`config.mk`:
```
export PLATFORM = sky130hd
export DESIGN_NAME = irq_target_resolver
export DESIGN_NICKNAME = d
export VERILOG_FILES = /design/src/rtl/irq_resolver_pkg.sv /design/src/rtl/irq_req_decode.sv /design/src/rtl/irq_agent_match.sv /design/src/rtl/irq_first_set.sv /design/src/rtl/irq_target_resolver.sv
export SDC_FILE = /design/constraint.sdc
export NUM_CORES = 1
export LEC_CHECK = 0
export CORE_AREA = 4 4 128 130
export DETAILED_ROUTE_END_ITERATION = 12
export DIE_AREA = 0 0 132 134
export PLACE_DENSITY = 0.68
export SLEW_MARGIN = 20
export SYNTH_ARGS = -nofsm -noshare
export SYNTH_HDL_FRONTEND = slang
export SYNTH_SLANG_ARGS = --single-unit
export TNS_END_PERCENT = 50
```
`constraint.sdc`:
```
create_clock -name clk -period 1.22 [get_ports clk]
set_clock_uncertainty 0.1 [all_clocks]
set_input_delay 0.183 -clock clk [delete_from_list [all_inputs] [get_ports clk]]
set_output_delay 0.183 -clock clk [all_outputs]
set_load 0.005 [all_outputs]
```
`src/rtl/irq_resolver_pkg.sv`:
```
`timescale 1ns/1ps
package irq_resolver_pkg;

    localparam int VEC_W    = 8;
    localparam int DEST_W   = 8;
    localparam int MODE_W   = 3;
    localparam int MODEL_W  = 4;
    localparam int IDX_W    = 8;

    // command word field positions
    localparam int CMD_DEST_LSB  = 24;   // high word
    localparam int CMD_SH_LSB    = 18;   // low word
    localparam int CMD_TRIG_BIT  = 15;
    localparam int CMD_LOG_BIT   = 11;
    localparam int CMD_MODE_LSB  = 8;

    // message field positions
    localparam int MSG_DEST_LSB  = 12;   // address
    localparam int MSG_LOG_BIT   = 2;    // address
    localparam int MSG_TRIG_BIT  = 15;   // data
    localparam int MSG_MODE_LSB  = 8;    // data

    localparam logic [DEST_W-1:0]  DEST_ALL    = 8'hFF;
    localparam logic [MODEL_W-1:0] MODEL_FLAT  = 4'hF;
    localparam logic [MODEL_W-1:0] MODEL_CLUST = 4'h0;

    typedef enum logic [MODE_W-1:0] {
        DM_FIXED  = 3'd0,
        DM_LOWEST = 3'd1,
        DM_SMI    = 3'd2,
        DM_RSVD   = 3'd3,
        DM_NMI    = 3'd4,
        DM_INIT   = 3'd5,
        DM_START  = 3'd6,
        DM_EXT    = 3'd7
    } dlv_mode_e;

    typedef enum logic [1:0] {
        SH_FIELD  = 2'd0,
        SH_SELF   = 2'd1,
        SH_ALL    = 2'd2,
        SH_OTHERS = 2'd3
    } shorthand_e;

    typedef struct packed {
        logic [DEST_W-1:0] dest;
        logic              logical;
        shorthand_e        shorthand;
        logic [MODE_W-1:0] mode;
        logic [VEC_W-1:0]  vector;
        logic              trigger;
    } req_fields_t;

endpackage

```
`src/rtl/irq_req_decode.sv`:
```
`timescale 1ns/1ps
module irq_req_decode
    import irq_resolver_pkg::*;
(
    input  logic        use_msg,
    input  logic [31:0] cmd_lo,
    input  logic [31:0] cmd_hi,
    input  logic [31:0] msg_addr,
    input  logic [31:0] msg_data,
    output req_fields_t fields
);

    req_fields_t cmd_f;
    req_fields_t msg_f;

    // R6 command word extraction
    always_comb begin
        cmd_f           = '0;
        cmd_f.dest      = cmd_hi[CMD_DEST_LSB +: DEST_W];
        cmd_f.logical   = cmd_lo[CMD_LOG_BIT];
        cmd_f.shorthand = shorthand_e'(cmd_lo[CMD_SH_LSB +: 2]);
        cmd_f.mode      = cmd_lo[CMD_MODE_LSB +: MODE_W];
        cmd_f.vector    = cmd_lo[VEC_W-1:0];
        cmd_f.trigger   = cmd_lo[CMD_TRIG_BIT];
    end

    // R7 message word extraction, no shorthand
    always_comb begin
        msg_f           = '0;
        msg_f.dest      = msg_addr[MSG_DEST_LSB +: DEST_W];
        msg_f.logical   = msg_addr[MSG_LOG_BIT];
        msg_f.shorthand = SH_FIELD;
        msg_f.mode      = msg_data[MSG_MODE_LSB +: MODE_W];
        msg_f.vector    = msg_data[VEC_W-1:0];
        msg_f.trigger   = msg_data[MSG_TRIG_BIT];
    end

    assign fields = use_msg ? msg_f : cmd_f;

endmodule

```
`src/rtl/irq_agent_match.sv`:
```
`timescale 1ns/1ps
module irq_agent_match
    import irq_resolver_pkg::*;
#(
    parameter int N_AGENTS = 8
) (
    input  req_fields_t                  fields,
    input  logic [IDX_W-1:0]             self_idx,
    input  logic [N_AGENTS*DEST_W-1:0]   phys_ids,
    input  logic [N_AGENTS*DEST_W-1:0]   log_bytes,
    input  logic [N_AGENTS*MODEL_W-1:0]  models,
    output logic [N_AGENTS-1:0]          hit_mask
);

    for (genvar i = 0; i < N_AGENTS; i++) begin : g_agent
        logic [DEST_W-1:0]  pid;
        logic [DEST_W-1:0]  lb;
        logic [MODEL_W-1:0] mdl;
        logic               phys_hit;
        logic               flat_hit;
        logic               clus_hit;
        logic               addr_hit;
        logic               is_self;

        assign pid = phys_ids[i*DEST_W +: DEST_W];
        assign lb  = log_bytes[i*DEST_W +: DEST_W];
        assign mdl = models[i*MODEL_W +: MODEL_W];

        // R1 R2 physical addressing
        assign phys_hit = (fields.dest == DEST_ALL) || (pid == fields.dest);
        // R3 flat logical
        assign flat_hit = (mdl == MODEL_FLAT) && (|(fields.dest & lb));
        // R4 cluster logical
        assign clus_hit = (mdl == MODEL_CLUST)
                       && (fields.dest[7:4] == lb[7:4])
                       && (|(fields.dest[3:0] & lb[3:0]));

        assign addr_hit = fields.logical ? (flat_hit | clus_hit) : phys_hit;
        assign is_self  = (self_idx == IDX_W'(i));

        // R5 shorthand override
        always_comb begin
            unique case (fields.shorthand)
                SH_FIELD:  hit_mask[i] = addr_hit;
                SH_SELF:   hit_mask[i] = is_self;
                SH_ALL:    hit_mask[i] = 1'b1;
                SH_OTHERS: hit_mask[i] = !is_self;
                default:   hit_mask[i] = 1'b0;
            endcase
        end
    end

endmodule

```
`src/rtl/irq_first_set.sv`:
```
`timescale 1ns/1ps
module irq_first_set
    import irq_resolver_pkg::*;
#(
    parameter int W = 8
) (
    input  logic [W-1:0]     vec,
    output logic             found,
    output logic [IDX_W-1:0] idx,
    output logic [W-1:0]     onehot
);

    // scan from the top so the lowest set bit is written last
    always_comb begin
        found  = 1'b0;
        idx    = '0;
        onehot = '0;
        for (int k = W - 1; k >= 0; k--) begin
            if (vec[k]) begin
                found     = 1'b1;
                idx       = IDX_W'(k);
                onehot    = '0;
                onehot[k] = 1'b1;
            end
        end
    end

endmodule

```
`src/rtl/irq_target_resolver.sv`:
```
`timescale 1ns/1ps
module irq_target_resolver
    import irq_resolver_pkg::*;
#(
    parameter int N_AGENTS = 8
) (
    input  logic                        clk,
    input  logic                        rst_n,
    input  logic                        req_valid,
    input  logic                        req_msi,
    input  logic [31:0]                 cmd_lo,
    input  logic [31:0]                 cmd_hi,
    input  logic [31:0]                 msi_addr,
    input  logic [31:0]                 msi_data,
    input  logic [7:0]                  self_idx,
    input  logic [N_AGENTS*8-1:0]       agent_phys_id,
    input  logic [N_AGENTS*8-1:0]       agent_log_byte,
    input  logic [N_AGENTS*4-1:0]       agent_model,
    output logic                        out_valid,
    output logic [N_AGENTS-1:0]         tgt_mask,
    output logic                        sel_valid,
    output logic [7:0]                  sel_idx,
    output logic [2:0]                  out_mode,
    output logic [7:0]                  out_vector,
    output logic                        out_trigger
);

    typedef struct packed {
        logic                valid;
        logic [N_AGENTS-1:0] mask;
        logic                sel_valid;
        logic [IDX_W-1:0]    sel_idx;
        logic [MODE_W-1:0]   mode;
        logic [VEC_W-1:0]    vector;
        logic                trigger;
    } res_state_t;

    req_fields_t         fields;
    logic [N_AGENTS-1:0] hit_mask;
    logic                fs_found;
    logic [IDX_W-1:0]    fs_idx;
    logic [N_AGENTS-1:0] fs_onehot;
    res_state_t          state_d;
    res_state_t          state_q;

    irq_req_decode u_decode (
        .use_msg  (req_msi),
        .cmd_lo   (cmd_lo),
        .cmd_hi   (cmd_hi),
        .msg_addr (msi_addr),
        .msg_data (msi_data),
        .fields   (fields)
    );

    irq_agent_match #(.N_AGENTS(N_AGENTS)) u_match (
        .fields    (fields),
        .self_idx  (self_idx),
        .phys_ids  (agent_phys_id),
        .log_bytes (agent_log_byte),
        .models    (agent_model),
        .hit_mask  (hit_mask)
    );

    irq_first_set #(.W(N_AGENTS)) u_first (
        .vec    (hit_mask),
        .found  (fs_found),
        .idx    (fs_idx),
        .onehot (fs_onehot)
    );

    // R8 R9 R11 next-state
    always_comb begin
        state_d = '0;
        if (req_valid) begin
            state_d.valid   = 1'b1;
            state_d.mode    = fields.mode;
            state_d.vector  = fields.vector;
            state_d.trigger = fields.trigger;
            if (fields.mode == DM_LOWEST) begin
                state_d.mask      = fs_onehot;
                state_d.sel_valid = fs_found;
                state_d.sel_idx   = fs_idx;
            end else begin
                state_d.mask = hit_mask;
            end
        end
    end

    // R10 reset
    always_ff @(posedge clk or negedge rst_n) begin
        if (!rst_n) begin
            state_q <= '0;
        end else begin
            state_q <= state_d;
        end
    end

    assign out_valid   = state_q.valid;
    assign tgt_mask    = state_q.mask;
    assign sel_valid   = state_q.sel_valid;
    assign sel_idx     = state_q.sel_idx;
    assign out_mode    = state_q.mode;
    assign out_vector  = state_q.vector;
    assign out_trigger = state_q.trigger;

endmodule

```
==> metrics.log <==
INFO  metric post_synth_main_area_contributors = sky130_fd_sc_hd__dfrtp_1 (18%), sky130_fd_sc_hd__xnor2_1 (15%), sky130_fd_sc_hd__ha_1 (11%)
INFO  metric post-route-drc-count = 0
INFO  metric cts_buffer_depth = 2
INFO  metric cts.root.buffer_cell = sky130_fd_sc_hd__clkbuf_16
INFO  metric first_global_vias = around 4800
INFO  metric final_nets = between 1000 and 1500
INFO  metric tritoncts.num_buffers = 3
INFO  metric grt_overflow_total = 0
INFO  metric syn-mean-instance-area = approximately 9.2 sq um
INFO  metric timing.fmax = roughly 390 MHz
INFO  metric synth-edff-count = 0
INFO  metric initial_antenna_violation_count = 0
INFO  metric rsz0062_at_grt = yes
INFO  metric slowest_stage = sky130_fd_sc_hd__or4_1
INFO  metric setup_viol = 12
INFO  metric num_antenna_cells = 0
INFO  metric timing.critical_path.to_type = register
INFO  metric cp_max_fo = 6
INFO  metric die-width = around 130 microns
INFO  metric maxSlewViolCount = 0
INFO  metric std_cell_rows = 45
INFO  metric area.growth.synth_to_final = 104.5%
INFO  metric min_path_type = primary input to asynchronous set/reset pin
INFO  metric most-common-layout-cells = sky130_fd_sc_hd__clkdlybuf4s50_1 (205), sky130_fd_sc_hd__buf_4 (69), sky130_fd_sc_hd__xnor2_1 (62)
INFO  metric post-route-period-util = 210.3%
INFO  metric post_dp_hpwl = 14050 microns
INFO  metric report.power.total = 4251 uW
INFO  metric drt-wirelength-per-cell = about 18 microns
INFO  metric most_frequent_standard_cell_in_the_layout_excluding_fill_and_tap_cells = sky130_fd_sc_hd__clkdlybuf4s50_1
INFO  metric p_sw = between 1000 and 1500 uW
INFO  metric drt.antenna.violating_nets = 0
INFO  metric vdd_drop_max = approximately 0.47 mV
INFO  metric synth.yosys.seq_area_share = 17.56%
INFO  metric clock_power_share = between 10% and 20%
INFO  metric synth.cell_area = between 3000 and 4000 sq um
INFO  metric pwr-share-seq = a little over a fifth
INFO  metric routed-via-count = 4305
INFO  metric grt.total_usage = between 10% and 20%
INFO  metric post-synth-top-area-cell = sky130_fd_sc_hd__dfrtp_1
INFO  metric design.die.area = approximately 18000 sq um
INFO  metric die_y = between 100 and 150 microns
INFO  metric p_comb_share = 61.3%
INFO  metric cap_viol_max_count = 0
INFO  metric path_clk_slew = 70 ps
INFO  metric global_route_wire_length_before_repair = roughly 25000 microns
INFO  metric synth_cells = 387
INFO  metric internal-power = 2878 uW
INFO  metric synth_ff_type = sky130_fd_sc_hd__dfrtp_1
INFO  metric p_per_area = a little under 600 nW/um^2
INFO  metric setup_slack_at_placement = -1907 ps
INFO  metric timing.final.hold_violations = 0
INFO  metric ys_seq_elements = 25
INFO  metric static_leak = 0.002871 uW
INFO  metric tritonroute_pass_1_iters = 4
INFO  metric buffer_ports.inserted = 240
INFO  metric maximum_number_of_pins_on_one_net_before_global_route_repair = 26
INFO  metric layout_setup_ws = -1345 ps
INFO  metric cts_max_level = 1
INFO  metric layout_min_cycle_time = 2565 ps
INFO  metric critical_path.cell_chain = dlygate4sd2_1 -> mux2i_4 -> inv_4 -> ha_4 -> or4_1 -> a22oi_2 -> a311oi_2 -> nor2_2 -> a21oi_4 -> nor4_4 -> buf_4 -> nand2_2 -> o21a_1
INFO  metric vias_per_cell = between 4 and 5
INFO  metric synth_top_area_share = between 10% and 20%
INFO  metric finalWirelength = ~16000 microns
INFO  metric run_status = complete, but fails checks
INFO  metric tritoncts = built
INFO  metric effective_utilization_at_floorplan = 23.52%
INFO  metric violated_checks = setup timing
INFO  metric synth.lib_cells_used.distinct = 59
INFO  metric hold_buffers = 0
INFO  metric drt-initial-drc-count = 86
INFO  metric gp_congestion = 0.8053
INFO  metric critical_path_arrival = between 2000 and 3000 ps
INFO  metric clock_sink_count = 25
INFO  metric max_stage_delay = approximately 520 ps
INFO  metric asyncSetResetFlopFracSynth = between 90% and 100%
INFO  metric setup.worst_path.start_class = primary input
INFO  metric worst_ep_required_time = around 1300 ps
INFO  metric switching_part_of_the_total_power = around a third
INFO  metric synth.yosys.warnings = 0
INFO  metric crit_type = primary input to register
INFO  metric final_layout_size_suffix_gt1_share = 25.21%
INFO  metric floorplan.core_area = around 15000 sq um
INFO  metric top_level_ports = 330
==> per-stage QoR <==
| step | hold WS, ps | util, % | std cells | setup TNS [ps] | instance area (sq um) |
|---|---|---|---|---|---|
| after floorplan | -212.6 | - | 391 | -22060 | 3649 |
| after global placement | 453.1 | 44.16 | 869 | -26410 | 6689 |
| after detailed placement | 460.8 | 44.16 | 869 | -28240 | 6689 |
| after CTS | 182.6 | 47.29 | 888 | -14640 | 7162 |
| after global routing | 195.6 | 48.10 | 894 | -16190 | 7286 |
| final | 173.0 | 48.10 | 894 | -14690 | 7286 |
==> per-layer routing <==
layer  track usage [%]  up-vias  wire, microns  part of all wire (%)
li1                  -     2095              -                     -
met1             18.46     2019           5997                    37
met2             35.12      172           9007                    55
met3             3.826       19           1104                   6.7
met4             4.317        0            303                   1.8
met5                 0        -              0                     0
==> what timing repair did <==
action	CTS	global route
gates resized for setup	93	20
buffers inserted	16	7
pin swaps	23	18
endpoints found under the setup margin	49	13
==> cells in the mapped netlist, types with 3 or more instances <==
master / n
sky130_fd_sc_hd__xnor2_1: 62
sky130_fd_sc_hd__nor4_1: 33
sky130_fd_sc_hd__ha_1: 32
sky130_fd_sc_hd__dfrtp_1: 25
sky130_fd_sc_hd__nand2_1: 22
sky130_fd_sc_hd__nor2_1: 19
sky130_fd_sc_hd__nor2b_1: 17
sky130_fd_sc_hd__mux2i_1: 16
sky130_fd_sc_hd__a21oi_1: 14
sky130_fd_sc_hd__a22oi_1: 14
sky130_fd_sc_hd__and2_1: 10
sky130_fd_sc_hd__mux2i_4: 8
sky130_fd_sc_hd__inv_1: 7
sky130_fd_sc_hd__nand4_1: 7
sky130_fd_sc_hd__nor3_1: 6
sky130_fd_sc_hd__xor2_1: 6
sky130_fd_sc_hd__a211oi_1: 5
sky130_fd_sc_hd__and4_1: 5
sky130_fd_sc_hd__buf_4: 5
sky130_fd_sc_hd__a311oi_1: 4
sky130_fd_sc_hd__and3_1: 4
sky130_fd_sc_hd__clkbuf_1: 4
sky130_fd_sc_hd__nand3_1: 4
sky130_fd_sc_hd__o21ai_0: 4
sky130_fd_sc_hd__o22ai_1: 4
sky130_fd_sc_hd__or4_1: 4
sky130_fd_sc_hd__buf_6: 3
sky130_fd_sc_hd__mux2_4: 3
sky130_fd_sc_hd__nand2b_1: 3
sky130_fd_sc_hd__o21ai_1: 3
==> logic make-up (layout without fill, tap and decap cells) <==
logic type | count (synthesis) | count (layout) | share of synthesized area [%]
buffers and inverters | 20 | 335 | 3.723
other | 1 | 5 | 0.1053
XOR/XNOR | 68 | 68 | 16.72
AND/OR/NAND/NOR | 147 | 147 | 24.62
AO/OA/AOI/OAI | 66 | 66 | 14.89
flip-flops | 25 | 25 | 17.56
adder cells (fa/ha/maj) | 32 | 32 | 11.24
multiplexers | 28 | 28 | 11.13
==> area by class of cell <==
class                      instances  area [sq um]
clock buffer                       3         75.07
sequential                        25         625.6
inverter                           7         31.28
timing repair buffer             324          3119
fill                            1440          7860
tap                              188         235.2
multi-input combinational        346          3191
clock inverter                     1         8.758
==> how the worst max path moves through the flow <==
stage / endpoint / slack, ps / startpoint
2_1_floorplan: sel_valid / -1690 / req_msi
3_3_place_gp: sel_valid / -1810 / msi_addr[16]
3_5_place_dp: sel_valid / -1910 / msi_addr[16]
4_1_cts: sel_valid / -1330 / req_msi
5_1_grt: sel_valid / -1450 / cmd_hi[28]
6_report: sel_valid / -1350 / cmd_hi[28]
==> power groups by stage <==
| stage | sequential, uW | combinational [uW] | clock [uW] |
|---|---|---|---|
| floorplan | 914 | 966 | 0 |
| global placement | 906 | 2280 | 0 |
| detailed placement | 909 | 2340 | 0 |
| CTS | 891 | 2550 | 766 |
| global route | 895 | 2810 | 806 |
| finish | 889 | 2610 | 754 |
==> worst max-delay path: cells and delay by family <==
kind            cells  cell delay, ps
buf+inv             3             510
mux                 1             190
compound gates      4             550
simple gates        4            1010
fa+ha+maj           1             150
==> flip-flops by register name, indices dropped and copies added (netlist names) <==
signal,cells
out_vector,8
tgt_mask,8
out_mode,3
sel_idx,3
out_trigger,1
out_valid,1
sel_valid,1
No activity file was read; power rests on OpenSTA's default activity.
